## src/rtl/i2cw_pkg.sv

```systemverilog
package i2cw_pkg;
  typedef enum logic [2:0] {
    ST_IDLE,
    ST_START,
    ST_HOLD,
    ST_DATA,
    ST_STOP
  } eng_state_e;

  typedef logic [1:0] quarter_t;

  localparam quarter_t Q_LAST = 2'd3;
endpackage

```

## src/rtl/i2cw_sync.sv

```systemverilog
module i2cw_sync #(
  parameter int STAGES = 2
) (
  input  logic clk_i,
  input  logic rst_ni,
  input  logic d_i,
  output logic q_o
);
  generate
    if (STAGES == 0) begin : g_bypass
      assign q_o = d_i;
    end else begin : g_chain
      logic [STAGES-1:0] r_q;
      // reset to the idle bus level
      always_ff @(posedge clk_i or negedge rst_ni) begin
        if (!rst_ni) r_q <= '1;
        else         r_q <= STAGES'({r_q, d_i});
      end
      assign q_o = r_q[STAGES-1];
    end
  endgenerate
endmodule

```

## src/rtl/i2cw_qtimer.sv

```systemverilog
module i2cw_qtimer
  import i2cw_pkg::*;
#(
  parameter int QUARTER_CYC = 125
) (
  input  logic     clk_i,
  input  logic     rst_ni,
  input  logic     load_i,
  input  quarter_t load_q_i,
  input  logic     run_i,
  output quarter_t q_o,
  output logic     qend_o,
  output logic     mid_o
);
  localparam int CW = (QUARTER_CYC > 1) ? $clog2(QUARTER_CYC) : 1;
  localparam logic [CW-1:0] CNT_MAX = CW'(QUARTER_CYC - 1);

  logic [CW-1:0] cnt_q;
  quarter_t      q_q;

  always_ff @(posedge clk_i or negedge rst_ni) begin
    if (!rst_ni) begin
      cnt_q <= '0;
      q_q   <= '0;
    end else if (load_i) begin
      cnt_q <= '0;
      q_q   <= load_q_i;
    end else if (run_i) begin
      if (cnt_q == CNT_MAX) begin
        cnt_q <= '0;
        q_q   <= q_q + 2'd1;
      end else begin
        cnt_q <= cnt_q + 1'b1;
      end
    end
  end

  assign q_o    = q_q;
  assign qend_o = run_i && (cnt_q == CNT_MAX);
  // first cycle of the second high quarter
  assign mid_o  = run_i && (q_q == Q_LAST) && (cnt_q == '0);

  p_quarter_step_r12: assert property (@(posedge clk_i) disable iff (!rst_ni)
    (run_i && !load_i && qend_o) |=> (q_o == 2'($past(q_o) + 2'd1)));
endmodule

```

## src/rtl/i2cw_ctrl.sv

```systemverilog
module i2cw_ctrl
  import i2cw_pkg::*;
#(
  parameter int DATA_W = 8
) (
  input  logic              clk_i,
  input  logic              rst_ni,
  input  logic              start_i,
  input  logic              stop_i,
  input  logic              valid_i,
  input  logic [DATA_W-1:0] data_i,
  input  logic              sda_s_i,
  input  quarter_t          q_i,
  input  logic              qend_i,
  input  logic              mid_i,
  output logic              load_o,
  output quarter_t          load_q_o,
  output logic              run_o,
  output logic              ready_o,
  output logic              ack_valid_o,
  output logic              ack_o,
  output logic              arb_lost_o,
  output logic              scl_oe_o,
  output logic              sda_oe_o
);
  localparam int IDX_W = $clog2(DATA_W + 1);
  localparam logic [IDX_W-1:0] ACK_IDX = IDX_W'(DATA_W);

  eng_state_e        state_q, state_d;
  logic [DATA_W-1:0] sh_q, sh_d;
  logic [IDX_W-1:0]  idx_q, idx_d;
  logic              arb_q, arb_d, ack_q, ack_d, ackv_q, ackv_d;
  logic              arb_hit, slot_end;

  assign slot_end = qend_i && (q_i == Q_LAST);
  assign ready_o  = (state_q == ST_HOLD) && !start_i && !stop_i;
  assign run_o    = (state_q == ST_START) || (state_q == ST_DATA) || (state_q == ST_STOP);

  always_comb begin
    state_d  = state_q;
    sh_d     = sh_q;
    idx_d    = idx_q;
    arb_d    = arb_q;
    ack_d    = ack_q;
    ackv_d   = 1'b0;
    load_o   = 1'b0;
    load_q_o = 2'd0;
    arb_hit  = 1'b0;
    unique case (state_q)
      ST_IDLE: begin
        if (start_i) begin
          state_d  = ST_START;
          load_o   = 1'b1;
          load_q_o = 2'd1;  // SCL already high: skip the low quarter
          arb_d    = 1'b0;
        end
      end
      ST_HOLD: begin
        if (stop_i) begin
          state_d  = ST_STOP;
          load_o   = 1'b1;
          load_q_o = 2'd1;
        end else if (start_i) begin
          state_d  = ST_START;
          load_o   = 1'b1;
        end else if (valid_i) begin
          state_d  = ST_DATA;
          load_o   = 1'b1;
          sh_d     = data_i;
          idx_d    = '0;
        end
      end
      ST_START: if (slot_end) state_d = ST_HOLD;
      ST_STOP:  if (slot_end) state_d = ST_IDLE;
      ST_DATA: begin
        if (slot_end) begin
          if (idx_q == ACK_IDX) begin
            state_d = ST_HOLD;
          end else begin
            idx_d = idx_q + 1'b1;
            sh_d  = {sh_q[DATA_W-2:0], 1'b0};
          end
        end
        if (mid_i) begin
          if (idx_q == ACK_IDX) begin
            ack_d  = sda_s_i;
            ackv_d = 1'b1;
          end else if (sh_q[DATA_W-1] && !sda_s_i) begin
            arb_hit = 1'b1;
            arb_d   = 1'b1;
            state_d = ST_IDLE;
          end
        end
      end
      default: state_d = ST_IDLE;
    endcase
  end

  always_ff @(posedge clk_i or negedge rst_ni) begin
    if (!rst_ni) begin
      state_q <= ST_IDLE;
      sh_q    <= '0;
      idx_q   <= '0;
      arb_q   <= 1'b0;
      ack_q   <= 1'b0;
      ackv_q  <= 1'b0;
    end else begin
      state_q <= state_d;
      sh_q    <= sh_d;
      idx_q   <= idx_d;
      arb_q   <= arb_d;
      ack_q   <= ack_d;
      ackv_q  <= ackv_d;
    end
  end

  // line decode: quarters 0,1 low, 2,3 high
  always_comb begin
    scl_oe_o = 1'b0;
    sda_oe_o = 1'b0;
    unique case (state_q)
      ST_IDLE: ;
      ST_HOLD: begin
        scl_oe_o = 1'b1;
        sda_oe_o = 1'b1;
      end
      ST_START: begin
        scl_oe_o = (q_i == 2'd0);
        sda_oe_o = q_i[1];
      end
      ST_STOP: begin
        scl_oe_o = (q_i == 2'd0);
        sda_oe_o = (q_i != Q_LAST);
      end
      ST_DATA: begin
        scl_oe_o = !q_i[1];
        sda_oe_o = (idx_q != ACK_IDX) && !sh_q[DATA_W-1];
      end
      default: ;
    endcase
  end

  assign ack_o       = ack_q;
  assign ack_valid_o = ackv_q;
  assign arb_lost_o  = arb_q;

  p_sda_scl_low_r3: assert property (@(posedge clk_i) disable iff (!rst_ni)
    (!scl_oe_o && !$past(scl_oe_o) && (sda_oe_o != $past(sda_oe_o)))
      |-> (state_q == ST_START || state_q == ST_STOP));

  p_ack_released_r5: assert property (@(posedge clk_i) disable iff (!rst_ni)
    ack_valid_o |-> (!sda_oe_o && !scl_oe_o));

  p_arb_release_r6: assert property (@(posedge clk_i) disable iff (!rst_ni)
    arb_hit |=> (arb_lost_o && !scl_oe_o && !sda_oe_o));

  p_arb_sticky_r7: assert property (@(posedge clk_i) disable iff (!rst_ni)
    (arb_lost_o && !start_i) |=> arb_lost_o);

  p_ready_scl_low_r10: assert property (@(posedge clk_i) disable iff (!rst_ni)
    ready_o |-> (scl_oe_o && !start_i && !stop_i));
endmodule

```

## src/rtl/i2c_wr_master.sv

```systemverilog
module i2c_wr_master
  import i2cw_pkg::*;
#(
  parameter int DATA_W      = 8,
  parameter int QUARTER_CYC = 125,
  parameter int SYNC_STAGES = 2
) (
  input  logic              clk_i,
  input  logic              rst_ni,
  input  logic              start_i,
  input  logic              stop_i,
  input  logic              valid_i,
  input  logic [DATA_W-1:0] data_i,
  output logic              ready_o,
  output logic              ack_valid_o,
  output logic              ack_o,
  output logic              arb_lost_o,
  output logic              scl_oe_o,
  output logic              sda_oe_o,
  input  logic              sda_i
);
  logic     sda_s, load, qend, mid, run;
  quarter_t load_q, q;

  i2cw_sync #(.STAGES(SYNC_STAGES)) u_sync (
    .clk_i (clk_i),
    .rst_ni(rst_ni),
    .d_i   (sda_i),
    .q_o   (sda_s)
  );

  i2cw_qtimer #(.QUARTER_CYC(QUARTER_CYC)) u_timer (
    .clk_i   (clk_i),
    .rst_ni  (rst_ni),
    .load_i  (load),
    .load_q_i(load_q),
    .run_i   (run),
    .q_o     (q),
    .qend_o  (qend),
    .mid_o   (mid)
  );

  i2cw_ctrl #(.DATA_W(DATA_W)) u_ctrl (
    .clk_i      (clk_i),
    .rst_ni     (rst_ni),
    .start_i    (start_i),
    .stop_i     (stop_i),
    .valid_i    (valid_i),
    .data_i     (data_i),
    .sda_s_i    (sda_s),
    .q_i        (q),
    .qend_i     (qend),
    .mid_i      (mid),
    .load_o     (load),
    .load_q_o   (load_q),
    .run_o      (run),
    .ready_o    (ready_o),
    .ack_valid_o(ack_valid_o),
    .ack_o      (ack_o),
    .arb_lost_o (arb_lost_o),
    .scl_oe_o   (scl_oe_o),
    .sda_oe_o   (sda_oe_o)
  );
endmodule

```

## config.mk

```make
export PLATFORM = sky130hd
export DESIGN_NAME = i2c_wr_master
export DESIGN_NICKNAME = d
export VERILOG_FILES = /design/src/rtl/i2cw_pkg.sv /design/src/rtl/i2cw_sync.sv /design/src/rtl/i2cw_qtimer.sv /design/src/rtl/i2cw_ctrl.sv /design/src/rtl/i2c_wr_master.sv
export SDC_FILE = /design/constraint.sdc
export NUM_CORES = 1
export LEC_CHECK = 0
export ABC_AREA = 0
export ABC_CLOCK_PERIOD_IN_PS = 3340
export BUFFER_PORTS_ARGS = -buffer_cell sky130_fd_sc_hd__buf_2
export CAP_MARGIN = 25
export CORE_MARGIN = 5
export CORE_UTILIZATION = 50
export CTS_CLUSTER_SIZE = 30
export DETAILED_ROUTE_END_ITERATION = 10
export PLACE_DENSITY = 0.7
export SLEW_MARGIN = 10
export SYNTH_ARGS = -nofsm -noshare
export SYNTH_HDL_FRONTEND = slang
export SYNTH_HIERARCHICAL = 1
export SYNTH_SLANG_ARGS = --single-unit
```

## constraint.sdc

```tcl
create_clock -name clk_i -period 3.34 [get_ports clk_i]
set_input_delay 0.334 -clock clk_i [delete_from_list [all_inputs] [get_ports clk_i]]
set_output_delay 0.334 -clock clk_i [all_outputs]
set_load 0.005 [all_outputs]
```

==> results of run 1 <==
==> placed cells by master (no fill, tap or decap), drive strengths merged, types with 2 or more instances in the layout <==
cell     synthesis  layout
and3b            2       2
dfrtp           27      27
dfstp            2       2
or3              4       4
buf              7      22
nand3            3       3
clkinv           0       2
a22oi            2       2
nor3             5       5
or4b             2       2
and3             3       3
or2              2       2
clkbuf           3       6
nand2b           3       3
mux2i            9       9
nand3b           4       4
ha               5       5
a21oi            9       9
nand2           16      16
a31oi            2       2
xor2             3       3
nand4            2       2
o21ai           25      25
inv              8       8
o21a             2       2
nor2            13      13
a21boi           2       2
o2111ai          2       2
o211ai           2       2
==> registers in the layout (all words and copies together), names as in the netlist <==
signal,cells
u_ctrl/ack_o,1
u_ctrl/state_q,3
u_ctrl/ack_valid_o,1
u_timer/q_o,2
u_ctrl/sh_q,8
u_ctrl/arb_lost_o,1
u_timer/cnt_q,7
u_ctrl/idx_q,4
u_sync/g_chain.r_q,2
==> worst max-delay path, delay by kind of cell (launching register included) <==
| family | cells | cell delay [ps] |
|---|---|---|
| AO/OA/AOI/OAI | 2 | 380 |
| flip-flops | 1 | 530 |
| AND/OR/NAND/NOR | 7 | 1780 |
==> cell type report <==
cell class	count	area share [%]
multi-input cells	136	47.18
repair buffers	22	6.309
well taps	46	3.087
clock buffers	6	2.215
clock inverters	2	0.5369
inverters	8	1.611
flip-flops and latches	29	39.06
==> per-stage QoR <==
| stage | hold WS (ps) | utilization [%] | total power [mW] |
|---|---|---|---|
| 2_1_floorplan | 38.41 | - | 1.059 |
| 3_3_place_gp | 346.5 | 54.76 | 1.164 |
| 3_5_place_dp | 346.8 | 54.76 | 1.192 |
| 4_1_cts | 36.68 | 56.31 | 1.399 |
| 5_1_grt | 63.89 | 56.31 | 1.525 |
| 6_report | 15.61 | 56.31 | 1.394 |
==> per-layer routing <==
layer  part of all wire [%]  vias up  global-route usage, %
met5                      0        -                      0
met4                    1.4        0                  8.189
met3                    6.7        5                  3.941
met2                     44       46                  25.03
met1                     47      660                  23.41
li1                       -      694                      -
==> logic make-up after synthesis <==
group,count (synthesis)
compound gates,54
xor+xnor,4
fa+ha+maj,5
buf+inv,18
flops,29
mux,10
other cells,1
simple gates,62
==> synth_stat cells (3+ instances only) <==
cell / n
o21ai_0: 24
nand3_1: 3
nor2_1: 13
a21oi_1: 9
nor3_1: 5
mux2i_1: 9
and3_1: 3
buf_4: 3
buf_2: 3
nand3b_1: 4
or3_1: 4
nand2b_1: 3
xor2_1: 3
inv_1: 8
dfrtp_1: 27
ha_1: 5
nand2_1: 16
==> how the worst max path moves through the flow <==
stage,startpoint,slack (ps),end,cells past startpoint
final,u_ctrl/state_q[0]$_DFFE_PN0P_,550,u_ctrl/sh_q[0]$_DFFE_PN0P_,9
after global routing,u_ctrl/state_q[0]$_DFFE_PN0P_,390,u_ctrl/sh_q[0]$_DFFE_PN0P_,9
after CTS,u_ctrl/state_q[0]$_DFFE_PN0P_,590,u_ctrl/sh_q[0]$_DFFE_PN0P_,9
after detailed placement,u_ctrl/state_q[0]$_DFFE_PN0P_,610,u_ctrl/sh_q[0]$_DFFE_PN0P_,9
after global placement,u_ctrl/state_q[0]$_DFFE_PN0P_,680,u_ctrl/sh_q[0]$_DFFE_PN0P_,9
after floorplan,u_ctrl/state_q[0]$_DFFE_PN0P_,860,u_ctrl/sh_q[0]$_DFFE_PN0P_,11
==> power groups by stage <==
stage / logic (mW) / clock network, mW / registers (mW)
CTS: 0.590 / 0.209 / 0.600
floorplan: 0.508 / 0 / 0.551
global route: 0.677 / 0.227 / 0.621
global placement: 0.564 / 0 / 0.600
detailed placement: 0.586 / 0 / 0.606
finish: 0.589 / 0.202 / 0.603
==> flow_metrics.py, run 1 <==
metrics = {
    "critical_path": {
        "reg2reg_slack_ps": 550,
        "critical_path_class": "register to register",
        "regToRegEndpoint": "u_ctrl/sh_q[0]$_DFFE_PN0P_",
        "rr_startpoint": "u_ctrl/state_q[0]$_DFFE_PN0P_",
        "crit_required_ps": 3560,
        "path_cells": "nand2b_1, or2_2, nand2_1, nand3_1, nor2_1, and3_1, o21ai_4, or2_1, a22o_1",
        "cpMaxStageDelayCell": "dfrtp_1",
        "critPathMaxFanout": 15,
        "cpPeakStageDelay_ps": 530,
        "end_kind": "register",
        "r2r_cells": 9,
        "crit_arrival_ps": 3010,
        "start_kind": "register",
    },
    "clocking": {
        "clk_pin_slew_ps": 100,
        "cts-root-buf": "clkbuf_4",
        "clk_path_buf_depth": 2,
        "postCtsHoldBufs": 0,
        "clk-insertion-delay-late_ps": 320,
        "postCtsSetupBuffers": 0,
        "cts_tree": "built",
        "postCtsResizedCells": 0,
        "h-tree-depth": 2,
        "cts.sinks": 29,
        "cts_inserted_buffers": 5,
    },
    "route": {
        "num_vias": 1405,
        "drt_first_pass_iters": 4,
        "vias_per_cell": 5.643,
        "route.detailed.drc": 0,
        "drt_wl_total_mm": 3.458,
        "wl_per_cell_um": 13.89,
        "drtIter0Drc": 175,
        "ant_nets": 0,
    },
    "placement": {
        "port_buffers": 19,
        "hpwl_mm": 2.457,
        "place_worst_setup_slack_ps": 610.1,
        "routabilityCongestion": 0.8767,
        "placed_area_sq_um": 1813,
        "place_inst": 241,
    },
    "synthesis": {
        "synth_top_area_share_pct": 39.76,
        "synth_fa_ha_area_share_pct": 3.682,
        "ys_seq_elements": 29,
        "synthSimpleGateAreaFrac_pct": 19.66,
        "avgSynthCellArea_sq_um": 9.285,
        "synth_compound_area_share_pct": 20.18,
        "seq_area_frac_synth_pct": 42.86,
        "synthMuxAreaShare_pct": 5.965,
        "yosys.area.top_type": "dfrtp_1",
        "synth_area_sq_um": 1699,
        "syn_nets": 202,
        "syn_inst": 183,
        "synth_top_family_by_area": "compound AO/OA/AOI/OAI gates",
        "yosysUniqueCellTypes": 49,
        "ys.flop_type": "dfrtp_1",
        "synth_xor_area_share_pct": 2.062,
        "yosysWarnings": 6,
        "synth_edf_count": 0,
        "async_reset_ff_share_pct": 100.0,
        "synth.area.top_cells": "dfrtp_1 (40%), o21ai_0 (7.1%), mux2i_1 (5.3%), ha_1 (3.7%), nand2_1 (3.5%)",
    },
    "timing": {
        "worst_slew_pin_slew_ps": 827.7,
        "final_hold_viol_count": 0,
        "fmax_mhz": 358.8,
        "setup_violations": 0,
        "rsz0062_at_grt": "no",
        "setup_ws_ps": 553.3,
        "skew_ps": 15.03,
        "drv_slew": 0,
        "fin_crit_sh_pct": 83.43,
        "max_slew_margin_pct": 44.82,
        "final.setup.tns_ps": 0,
        "finalCriticalPeriod_ps": 2787,
    },
    "layout": {
        "drive_gt1_share_pct": 17.73,
        "area_growth_syn_to_layout_pct": 9.720,
        "fill_cells": 303,
        "finalNetCount": 221,
        "diodes": 0,
        "layout.cells.non_filler": 249,
        "multi_input_area_sq_um": 879.6,
        "final_cell_area_sq_um": 1864,
        "seqCellArea_sq_um": 728.2,
    },
    "die": {
        "die_width_um": 68.30,
        "core-area_sq_um": 3311,
        "pin_count": 20,
        "die_area_sq_um": 4664,
        "placementRows": 21,
        "start_util_pct": 51.32,
        "die_y_um": 68.30,
    },
    "power": {
        "power_frac_comb_pct": 42.2,
        "ir_drop_mv": 0.3231,
        "p_int_mw": 0.8065,
        "pwr-share-seq_pct": 43.3,
        "power_switching_mw": 0.5872,
        "power_frac_clock_pct": 14.5,
        "power_density_nw_per_um2": 747.6,
        "p_leak_nw": 0.8702,
        "swShare_pct": 42.13,
    },
    "grt": {
        "grtUsageTotal_pct": 17.02,
        "antenna_found_initial": 0,
        "grt_pass1_vias": 1299,
        "grt_pass1_wl_mm": 5.844,
        "grt_max_degree": 30,
        "grt.overflow.total": 0,
    },
    "worst_hold_path": {
        "hp-class": "input pin to async pin",
    },
    "job": {
        "maxCapViolations": 0,
    },
    "run_status": {
        "status": "completed",
    },
}
(Power assumes the default switching activity.)
==> inputs of run 2 (changes only) <==
--- a/config.mk
+++ b/config.mk
@@ -6,7 +6,7 @@
 export NUM_CORES = 1
 export LEC_CHECK = 0
 export ABC_AREA = 0
-export ABC_CLOCK_PERIOD_IN_PS = 3340
+export ABC_CLOCK_PERIOD_IN_PS = 2900
 export BUFFER_PORTS_ARGS = -buffer_cell sky130_fd_sc_hd__buf_2
 export CAP_MARGIN = 25
 export CORE_MARGIN = 5
==> constraint.sdc (replaced) <==
create_clock -name clk_i -period 2.9 [get_ports clk_i]
set_input_delay 0.29 -clock clk_i [delete_from_list [all_inputs] [get_ports clk_i]]
set_output_delay 0.29 -clock clk_i [all_outputs]
set_load 0.005 [all_outputs]
==> flow_metrics.py, run 2 (synthesized netlist as in run 1, its figures left out) <==
metrics = {
    "run_status": {
        "status": "completed",
    },
    "timing": {
        "final_hold_viol_count": 0,
        "fin_crit_sh_pct": 87.64,
        "final.setup.tns_ps": 0,
        "fmax_mhz": 393.4,
        "max_slew_margin_pct": 57.90,
        "holdWs_ps": 58.95,
        "worst_slew_pin_slew_ps": 631.6,
        "setup_violations": 0,
        "rsz0062_at_grt": "no",
        "finalCriticalPeriod_ps": 2542,
        "skew_ps": 16.01,
        "setup_ws_ps": 358.3,
        "drv_slew": 0,
    },
    "power": {
        "swShare_pct": 39.21,
        "power_switching_mw": 0.6924,
        "power_frac_comb_pct": 42.2,
        "ir_drop_mv": 0.3652,
        "pwr-share-seq_pct": 38.2,
        "p_leak_nw": 0.9073,
        "p_total_mw": 1.766,
        "power_frac_clock_pct": 19.6,
        "p_int_mw": 1.073,
        "power_density_nw_per_um2": 911.1,
    },
    "placement": {
        "hpwl_mm": 2.649,
        "placed_area_sq_um": 1843,
        "port_buffers": 19,
        "place_inst": 245,
        "routabilityCongestion": 0.9157,
        "place_worst_setup_slack_ps": 404.6,
    },
    "grt": {
        "grtUsageTotal_pct": 18.68,
        "antenna_found_initial": 0,
        "grt_pass1_wl_mm": 6.389,
        "grt.overflow.total": 0,
        "grt_pass1_vias": 1417,
        "grt_max_degree": 30,
    },
    "layout": {
        "diodes": 0,
        "largest-register": "u_ctrl/sh_q",
        "finalNetCount": 226,
        "largest_register_ffs": 8,
        "final_common_cell": "dfrtp_1",
        "drive_gt1_share_pct": 19.23,
        "final_cell_area_sq_um": 1938,
        "area_growth_syn_to_layout_pct": 14.06,
        "utilization_pct": 58.54,
        "final_cell_mix": "dfrtp_1 (27), o21ai_0 (24), buf_2 (19)",
        "reg.largest.list": "u_ctrl/sh_q: 8 flops, u_timer/cnt_q: 7 flops, u_ctrl/idx_q: 4 flops",
        "layout.cells.non_filler": 254,
    },
    "clocking": {
        "postCtsSetupBuffers": 0,
        "cts-root-buf": "clkbuf_4",
        "cts.sinks": 29,
        "clk_path_buf_depth": 2,
        "h-tree-depth": 2,
        "clk-insertion-delay-late_ps": 330,
        "cts_tree": "built",
        "clk_pin_slew_ps": 100,
        "cts_inserted_buffers": 5,
    },
    "critical_path": {
        "start_kind": "register",
        "critical_path_class": "register to register",
        "crit_required_ps": 3130,
        "critPathMaxFanout": 15,
        "end_kind": "register",
        "crit_arrival_ps": 2780,
    },
    "route": {
        "drt_first_pass_iters": 4,
        "num_vias": 1474,
        "ant_nets": 0,
        "vias_per_cell": 5.803,
        "wl_per_cell_um": 14.54,
        "route.detailed.drc": 0,
        "drtIter0Drc": 174,
        "drt_wl_total_mm": 3.692,
    },
    "worst_hold_path": {
        "hp-class": "input pin to register",
    },
    "die": {
        "pin_count": 20,
        "start_util_pct": 51.32,
        "core-area_sq_um": 3311,
        "die_y_um": 68.30,
        "placementRows": 21,
        "die_area_sq_um": 4664,
        "die_width_um": 68.30,
    },
    "job": {
        "maxCapViolations": 0,
    },
}
-- run 2: cell type report --
type                       instances  area [sq um]
clock inverter                     1         30.03
timing repair buffer              27         157.7
tap                               46         57.56
multi-input combinational        136         879.6
inverter                           8         30.03
sequential                        29         728.2
clock buffer                       7         55.05
fill                             304          1373
-- run 2: repair_timing --
| item | 4_1_cts | 5_1_grt |
|---|---|---|
| endpoints found under the hold margin | 27 | 0 |
| hold buffers | 1 | 0 |
| resized for setup | 0 | 0 |
| setup endpoints to repair | 0 | 0 |
-- run 2: power by group through the flow --
stage          Combinational, mW  Clock [mW]  Sequential [mW]
5_1_grt                    0.846       0.379            0.693
3_5_place_dp               0.741           0            0.676
2_1_floorplan              0.585           0            0.635
6_report                   0.746       0.346            0.674
4_1_cts                    0.746       0.358            0.671
3_3_place_gp               0.713           0            0.670
-- run 2: critical path, stage by stage (launching register included) --
cell and delay (ps):
dfrtp_1 540, nand2b_1 240, or2_2 290, nand2_1 90, nand3_1 130, nor2_1 140
and3_1 290, o21ai_4 100, or2_1 340, a22o_1 270
-- run 2: routing by layer --
metal | global-route usage (%) | vias to the layer above | wire length, um
li1 | - | 705 | -
met1 | 23.54 | 708 | 1673
met2 | 29.84 | 53 | 1680
met3 | 5.090 | 8 | 256
met4 | 8.189 | 0 | 80
met5 | 0 | - | 0
-- run 2: worst paths after layout --
check,from,end,slack [ps],depth (start not counted)
min reg2reg,u_sync/g_chain.r_q[0]$_DFF_PN1_,u_sync/g_chain.r_q[1]$_DFF_PN1_,360,0
max in group asynchronous,rst_ni,u_ctrl/ack_valid_o$_DFF_PN0_,1960,2
max reg2reg,u_ctrl/state_q[0]$_DFFE_PN0P_,u_ctrl/sh_q[0]$_DFFE_PN0P_,360,9
max,u_ctrl/state_q[0]$_DFFE_PN0P_,u_ctrl/sh_q[0]$_DFFE_PN0P_,360,9
min in group asynchronous,rst_ni,u_ctrl/state_q[0]$_DFFE_PN0P_,510,2
min,sda_i,u_sync/g_chain.r_q[0]$_DFF_PN1_,60,1
